## src/rtl/alu8_pkg.sv

```systemverilog
package alu8_pkg;

    localparam int DW    = 8;
    localparam int NW    = DW / 2;
    localparam int OPW   = 5;
    localparam int FZ    = 7;
    localparam int FN    = 6;
    localparam int FH    = 5;
    localparam int FC    = 4;

    typedef enum logic [OPW-1:0] {
        OP_ADD  = 5'd0,
        OP_ADC  = 5'd1,
        OP_SUB  = 5'd2,
        OP_SBC  = 5'd3,
        OP_AND  = 5'd4,
        OP_XOR  = 5'd5,
        OP_OR   = 5'd6,
        OP_CMP  = 5'd7,
        OP_INV  = 5'd8,
        OP_ROLC = 5'd16,
        OP_RORC = 5'd17,
        OP_ROLT = 5'd18,
        OP_RORT = 5'd19,
        OP_SHLA = 5'd20,
        OP_SHRA = 5'd21,
        OP_NSWP = 5'd22,
        OP_SHRL = 5'd23
    } alu_op_e;

    // shifter sub-select, order follows the low three opcode bits
    typedef enum logic [2:0] {
        SH_ROLC = 3'd0,
        SH_RORC = 3'd1,
        SH_ROLT = 3'd2,
        SH_RORT = 3'd3,
        SH_SHLA = 3'd4,
        SH_SHRA = 3'd5,
        SH_NSWP = 3'd6,
        SH_SHRL = 3'd7
    } sh_sel_e;

    typedef struct packed {
        logic z;
        logic n;
        logic h;
        logic c;
    } flags_t;

    typedef struct packed {
        logic [DW-1:0] res;
        logic          we;
        flags_t        fl;
    } alu_out_t;

    function automatic flags_t flags_from_byte(input logic [DW-1:0] b);
        flags_t f;
        f.z = b[FZ];
        f.n = b[FN];
        f.h = b[FH];
        f.c = b[FC];
        return f;
    endfunction

    function automatic logic [DW-1:0] flags_to_byte(input flags_t f);
        logic [DW-1:0] b;
        b     = '0;
        b[FZ] = f.z;
        b[FN] = f.n;
        b[FH] = f.h;
        b[FC] = f.c;
        return b;
    endfunction

endpackage

```

## src/rtl/alu8_addsub.sv

```systemverilog
module alu8_addsub
    import alu8_pkg::*;
(
    input  logic [DW-1:0] a,
    input  logic [DW-1:0] b,
    input  logic          cin,
    output logic [DW-1:0] sum,
    output logic          sum_c,
    output logic          sum_h,
    output logic [DW-1:0] dif,
    output logic          dif_b,
    output logic          dif_hb
);
    localparam int XW = DW + 1;
    localparam int HW = NW + 1;

    logic [XW-1:0] s_w, d_w;
    logic [HW-1:0] s_n, d_n;

    always_comb begin
        s_w = {1'b0, a} + {1'b0, b} + {{DW{1'b0}}, cin};
        d_w = {1'b0, a} - {1'b0, b} - {{DW{1'b0}}, cin};
        s_n = {1'b0, a[NW-1:0]} + {1'b0, b[NW-1:0]} + {{NW{1'b0}}, cin};
        d_n = {1'b0, a[NW-1:0]} - {1'b0, b[NW-1:0]} - {{NW{1'b0}}, cin};
    end

    assign sum    = s_w[DW-1:0];
    assign sum_c  = s_w[DW];
    assign sum_h  = s_n[NW];
    assign dif    = d_w[DW-1:0];
    assign dif_b  = d_w[DW];
    assign dif_hb = d_n[NW];
endmodule

```

## src/rtl/alu8_bitwise.sv

```systemverilog
module alu8_bitwise
    import alu8_pkg::*;
(
    input  alu_op_e       op,
    input  logic [DW-1:0] a,
    input  logic [DW-1:0] b,
    input  logic          z_in,
    input  logic          c_in,
    output logic [DW-1:0] res,
    output flags_t        fl
);
    always_comb begin
        res  = a;
        fl.z = z_in;
        fl.n = 1'b0;
        fl.h = 1'b0;
        fl.c = 1'b0;
        unique case (op)
            OP_AND:  res = a & b;
            OP_XOR:  res = a ^ b;
            OP_OR:   res = a | b;
            default: res = ~a;
        endcase
        if (op == OP_INV) begin
            fl.n = 1'b1;
            fl.h = 1'b1;
            fl.c = c_in;
        end else begin
            fl.z = (res == '0);
            fl.h = (op == OP_AND);
        end
    end
endmodule

```

## src/rtl/alu8_shifter.sv

```systemverilog
module alu8_shifter
    import alu8_pkg::*;
(
    input  sh_sel_e       sel,
    input  logic [DW-1:0] a,
    input  logic          cin,
    output logic [DW-1:0] res,
    output logic          cout
);
    logic [DW-1:0] swp;

    // nibble exchange built per bit
    for (genvar i = 0; i < DW; i++) begin : g_swp
        assign swp[i] = a[(i + NW) % DW];
    end

    always_comb begin
        unique case (sel)
            SH_ROLC: begin res = {a[DW-2:0], a[DW-1]}; cout = a[DW-1]; end
            SH_RORC: begin res = {a[0], a[DW-1:1]};    cout = a[0];    end
            SH_ROLT: begin res = {a[DW-2:0], cin};     cout = a[DW-1]; end
            SH_RORT: begin res = {cin, a[DW-1:1]};     cout = a[0];    end
            SH_SHLA: begin res = {a[DW-2:0], 1'b0};    cout = a[DW-1]; end
            SH_SHRA: begin res = {a[DW-1], a[DW-1:1]}; cout = a[0];    end
            SH_NSWP: begin res = swp;                  cout = 1'b0;    end
            default: begin res = {1'b0, a[DW-1:1]};    cout = a[0];    end
        endcase
    end
endmodule

```

## src/rtl/acc_alu8.sv

```systemverilog
module acc_alu8
    import alu8_pkg::*;
(
    input  logic           clk,
    input  logic           rst,
    input  logic [OPW-1:0] op_i,
    input  logic [DW-1:0]  acc_i,
    input  logic [DW-1:0]  opnd_i,
    input  logic [DW-1:0]  flag_i,
    output logic [DW-1:0]  res_o,
    output logic           res_we_o,
    output logic [DW-1:0]  flag_o
);
    alu_op_e  op;
    flags_t   fin;
    alu_out_t nxt, q;
    logic     unused_lo;

    assign op        = alu_op_e'(op_i);
    assign fin       = flags_from_byte(flag_i);
    assign unused_lo = ^flag_i[FC-1:0];

    logic          use_c;
    logic [DW-1:0] as_sum, as_dif;
    logic          as_c, as_h, as_b, as_hb;

    assign use_c = (op == OP_ADC) || (op == OP_SBC);

    alu8_addsub u_as (
        .a      (acc_i),
        .b      (opnd_i),
        .cin    (use_c & fin.c),
        .sum    (as_sum),
        .sum_c  (as_c),
        .sum_h  (as_h),
        .dif    (as_dif),
        .dif_b  (as_b),
        .dif_hb (as_hb)
    );

    logic [DW-1:0] bw_res;
    flags_t        bw_fl;

    alu8_bitwise u_bw (
        .op   (op),
        .a    (acc_i),
        .b    (opnd_i),
        .z_in (fin.z),
        .c_in (fin.c),
        .res  (bw_res),
        .fl   (bw_fl)
    );

    logic [DW-1:0] sh_res;
    logic          sh_c;

    alu8_shifter u_sh (
        .sel  (sh_sel_e'(op_i[2:0])),
        .a    (acc_i),
        .cin  (fin.c),
        .res  (sh_res),
        .cout (sh_c)
    );

    always_comb begin
        nxt.res = acc_i;
        nxt.we  = 1'b0;
        nxt.fl  = fin;
        unique case (op)
            OP_ADD, OP_ADC: begin
                nxt.res = as_sum;
                nxt.we  = 1'b1;
                nxt.fl  = '{z: (as_sum == '0), n: 1'b0, h: as_h, c: as_c};
            end
            OP_SUB, OP_SBC: begin
                nxt.res = as_dif;
                nxt.we  = 1'b1;
                nxt.fl  = '{z: (as_dif == '0), n: 1'b1, h: as_hb, c: as_b};
            end
            OP_CMP: begin
                nxt.fl  = '{z: (as_dif == '0), n: 1'b1, h: as_hb, c: as_b};
            end
            OP_AND, OP_XOR, OP_OR, OP_INV: begin
                nxt.res = bw_res;
                nxt.we  = 1'b1;
                nxt.fl  = bw_fl;
            end
            OP_ROLC, OP_RORC, OP_ROLT, OP_RORT,
            OP_SHLA, OP_SHRA, OP_NSWP, OP_SHRL: begin
                nxt.res = sh_res;
                nxt.we  = 1'b1;
                nxt.fl  = '{z: (sh_res == '0), n: 1'b0, h: 1'b0, c: sh_c};
            end
            default: ;
        endcase
    end

    always_ff @(posedge clk) begin
        if (rst) begin
            q <= '0;
        end else begin
            q <= nxt;
        end
    end

    assign res_o    = q.res;
    assign res_we_o = q.we;
    assign flag_o   = flags_to_byte(q.fl);
endmodule

```

## config.mk

```make
export PLATFORM = sky130hd
export DESIGN_NAME = acc_alu8
export DESIGN_NICKNAME = d
export VERILOG_FILES = /design/src/rtl/alu8_pkg.sv /design/src/rtl/alu8_addsub.sv /design/src/rtl/alu8_bitwise.sv /design/src/rtl/alu8_shifter.sv /design/src/rtl/acc_alu8.sv
export SDC_FILE = /design/constraint.sdc
export NUM_CORES = 1
export LEC_CHECK = 0
export BUFFER_PORTS_ARGS = -buffer_cell sky130_fd_sc_hd__buf_2
export CORE_MARGIN = 8
export CORE_UTILIZATION = 40
export CTS_CLUSTER_DIAMETER = 120
export DETAILED_ROUTE_END_ITERATION = 16
export GPL_TIMING_DRIVEN = 0
export PLACE_DENSITY_LB_ADDON = 0.15
export RECOVER_POWER = 25
export SLEW_MARGIN = 10
export SYNTH_ARGS = -nofsm -noshare
export SYNTH_HDL_FRONTEND = slang
export SYNTH_HIERARCHICAL = 1
export SYNTH_SLANG_ARGS = --single-unit
export TNS_END_PERCENT = 5
```

## constraint.sdc

```tcl
create_clock -name clk -period 4.45 [get_ports clk]
set_input_delay 0.2225 -clock clk [delete_from_list [all_inputs] [get_ports clk]]
set_output_delay 0.2225 -clock clk [all_outputs]
set_load 0.03 [all_outputs]
```

==> impl_metrics.csv <==
group,metric,value,unit
grt,grt_start_max_net_pins,15,
timing,hold_viol,0,
floorplan,die_x,98.8,um
drt,wl_per_cell,16.9,um
power,power,0.586,mW
grt,use_met2,26.4,%
clock_tree,cts_max_path_buffers,2,
final_layout,diodes,0,
grt,gr-usage-met1,21.7,%
clock_tree,path_clk_slew,0.05,ns
final_layout,drive_gt1_share,19.2,%
yosys,synth_top_area_share,16.9,%
final_layout,fin_util,45.9,%
clock_tree,hold_buffers,0,
drt,dr.pass1.iters,6,
floorplan,initial_core_util,40.8,%
yosys,ys_warn_count,6,
grt,grt-ovfl-total,0,
drt,vias_per_cell,5.74,
timing,drv_slew,0,
drt,drt-initial-drc-count,297,
final_layout,fin_nets,474,
grt,grt_pass1_vias,2600,
timing,setup_viol,0,
drt,wirelength,8120,um
floorplan,die-area,0.00976,mm2
clock_tree,numCtsBuffers,3,
timing,worst_pin_slew,0.679,ns
worst_setup_path,cp.required,4.57,ns
grt,busiest_layer,"met2",
yosys,synthesis.area,0.00274,mm2
yosys,synth_top_area_cell,"ha_1",
worst_setup_path,critPathMaxFanout,10,
grt,grt.met3_usage,2.33,%
clock_tree,cts.sinks,13,
yosys,yosys-top-cells-area,"ha_1, dfxtp_1, inv_1, mux2i_1, nand2_1",
yosys,postSynthAreaPerCell,7.72,um2
floorplan,num_io_pins,48,
yosys,synth.most_common_cell,"inv_1",
power,ir_drop,0.0804,mV
drt,drtAntennaViolNets,0,
timing,fin_crit_sh,72.2,%
drt,drc,0,
yosys,synth_ff_type,"dfxtp_1",
timing,max_freq,311,MHz
grt,antenna_found_initial,0,
grt,track_usage,16.3,%
hold_path,hold_path_class,"in2reg",
yosys,ys_ff_latch,13,
timing,slew_headroom,54.6,%
clock_tree,post-cts-setup-buffers,0,
yosys,postSynth.asyncResetShare,0,%
worst_setup_path,cp-end-kind,"register",
timing,period_minus_slack,3.21,ns
worst_setup_path,startpoint_type,"input port",
yosys,synth.distinct_cells,73,
place,io_buffers,39,
grt,grt_pass1_wl,13200,um
floorplan,core_area,0.00672,mm2
final_layout,syn2layout_area_growth,12.6,%
clock_tree,root_buffer,"clkbuf_8",
worst_setup_path,crit_type,"in2reg",
drt,vias,2761,
outcome,status,"completed",
worst_setup_path,cp_data_arrival_time,3.33,ns
run,cap_violations,0,
place,gp_congestion,0.869,
floorplan,die_h,98.8,um
yosys,synth-edff-count,0,
timing,rsz0062_at_grt,"no",
clock_tree,tritoncts,"yes",
clock_tree,cts.repair.resized,0,
place,dpl.hpwl,6580,um
yosys,synthCells,355,
timing,finalSetupTns,0,ns
power,power.leakage,1.45,nW
floorplan,rows,30,
yosys,ys_seq_area_share,9.49,%
clock_tree,cts-htree-levels,1,
yosys,synth_commonest_cells,"inv_1, ha_1, nand2_1, nor2_1, o21ai_0",
power,p_per_area,190,mW/mm2
cells by family (layout without fill, tap and decap cells):
family / Yosys count / after routing / share of synthesized area (%)
flip-flops: 13 / 13 / 9.49
XOR/XNOR: 13 / 13 / 4.15
buffers and inverters: 71 / 114 / 12.3
AO/OA/AOI/OAI: 94 / 94 / 26.3
multiplexers: 14 / 14 / 5.16
adder cells (fa/ha/maj): 41 / 41 / 19.8
other: 1 / 4 / 0.137
AND/OR/NAND/NOR: 108 / 108 / 22.6
critical path: stages:
cell and delay, ns:
buf_2 0.16, buf_4 0.20, nor2_1 0.12, nand3_1 0.09
nor2_1 0.21, inv_1 0.08, fa_1 0.52, inv_1 0.09
ha_1 0.19, o21a_1 0.17, o21ai_0 0.18, a21oi_1 0.11
xor2_1 0.19, nor4_1 0.31, a31oi_1 0.15, a311oi_1 0.35
registers in the layout, indices dropped and copies added, names as in the netlist:
signal and flops:
res_o 8, res_we_o 1, flag_o 4
layer usage:
layer / share of wire (%) / vias to the layer above / routed length (um)
met5: 0 / - / 0
met4: 1.7 / 0 / 142
met3: 6.2 / 12 / 507
met2: 44 / 91 / 3560
met1: 48 / 1287 / 3910
li1: - / 1371 / -
worst paths after layout:
kind | from | to | cells after the start
worst max-delay path | op_i[3] | flag_o[7] | 16
worst min-delay path | rst | flag_o[7] | 2
layout make-up:
cell class,count,area (um2)
Inverter,50,188
Clock buffer,3,41.3
Tap cell,80,100
Fill cell,735,3630
Multi-Input combinational cell,274,2160
Buffer,21,149
Sequential cell,13,260
Clock inverter,1,5.00
Timing Repair Buffer,39,188
stage by stage:
stage | cell area, um2 | setup slack, ns | hold WS (ns) | std cells
after CTS | 3090 | 1.27 | 0.199 | 481
after global placement | 3050 | 1.08 | 0.458 | 477
after floorplan | 2750 | 1.77 | 0.295 | 358
final | 3090 | 1.24 | 0.208 | 481
after global routing | 3090 | 0.964 | 0.214 | 481
after detailed placement | 3050 | 1.05 | 0.456 | 477
cells in the final DEF, fill, tap and decap left out, drive strengths merged, types with 11 or more instances in the layout:
cell	Yosys	routed
inv	50	50
buf	17	50
ha	37	37
nand2	28	28
nor2	23	23
o21ai	22	22
a21oi	16	16
dfxtp	13	13
mux2i	13	13
clkbuf	3	12
a311oi	11	11
nor3	11	11
power breakdown:
group	total (mW)	switching (mW)	internal [mW]	leakage, nW
logic	0.354	0.222	0.132	1.32
registers	0.129	0.00225	0.127	0.108
clock network	0.103	0.0413	0.0617	0.0255
Note: power is estimated with default switching activity, not from simulation.
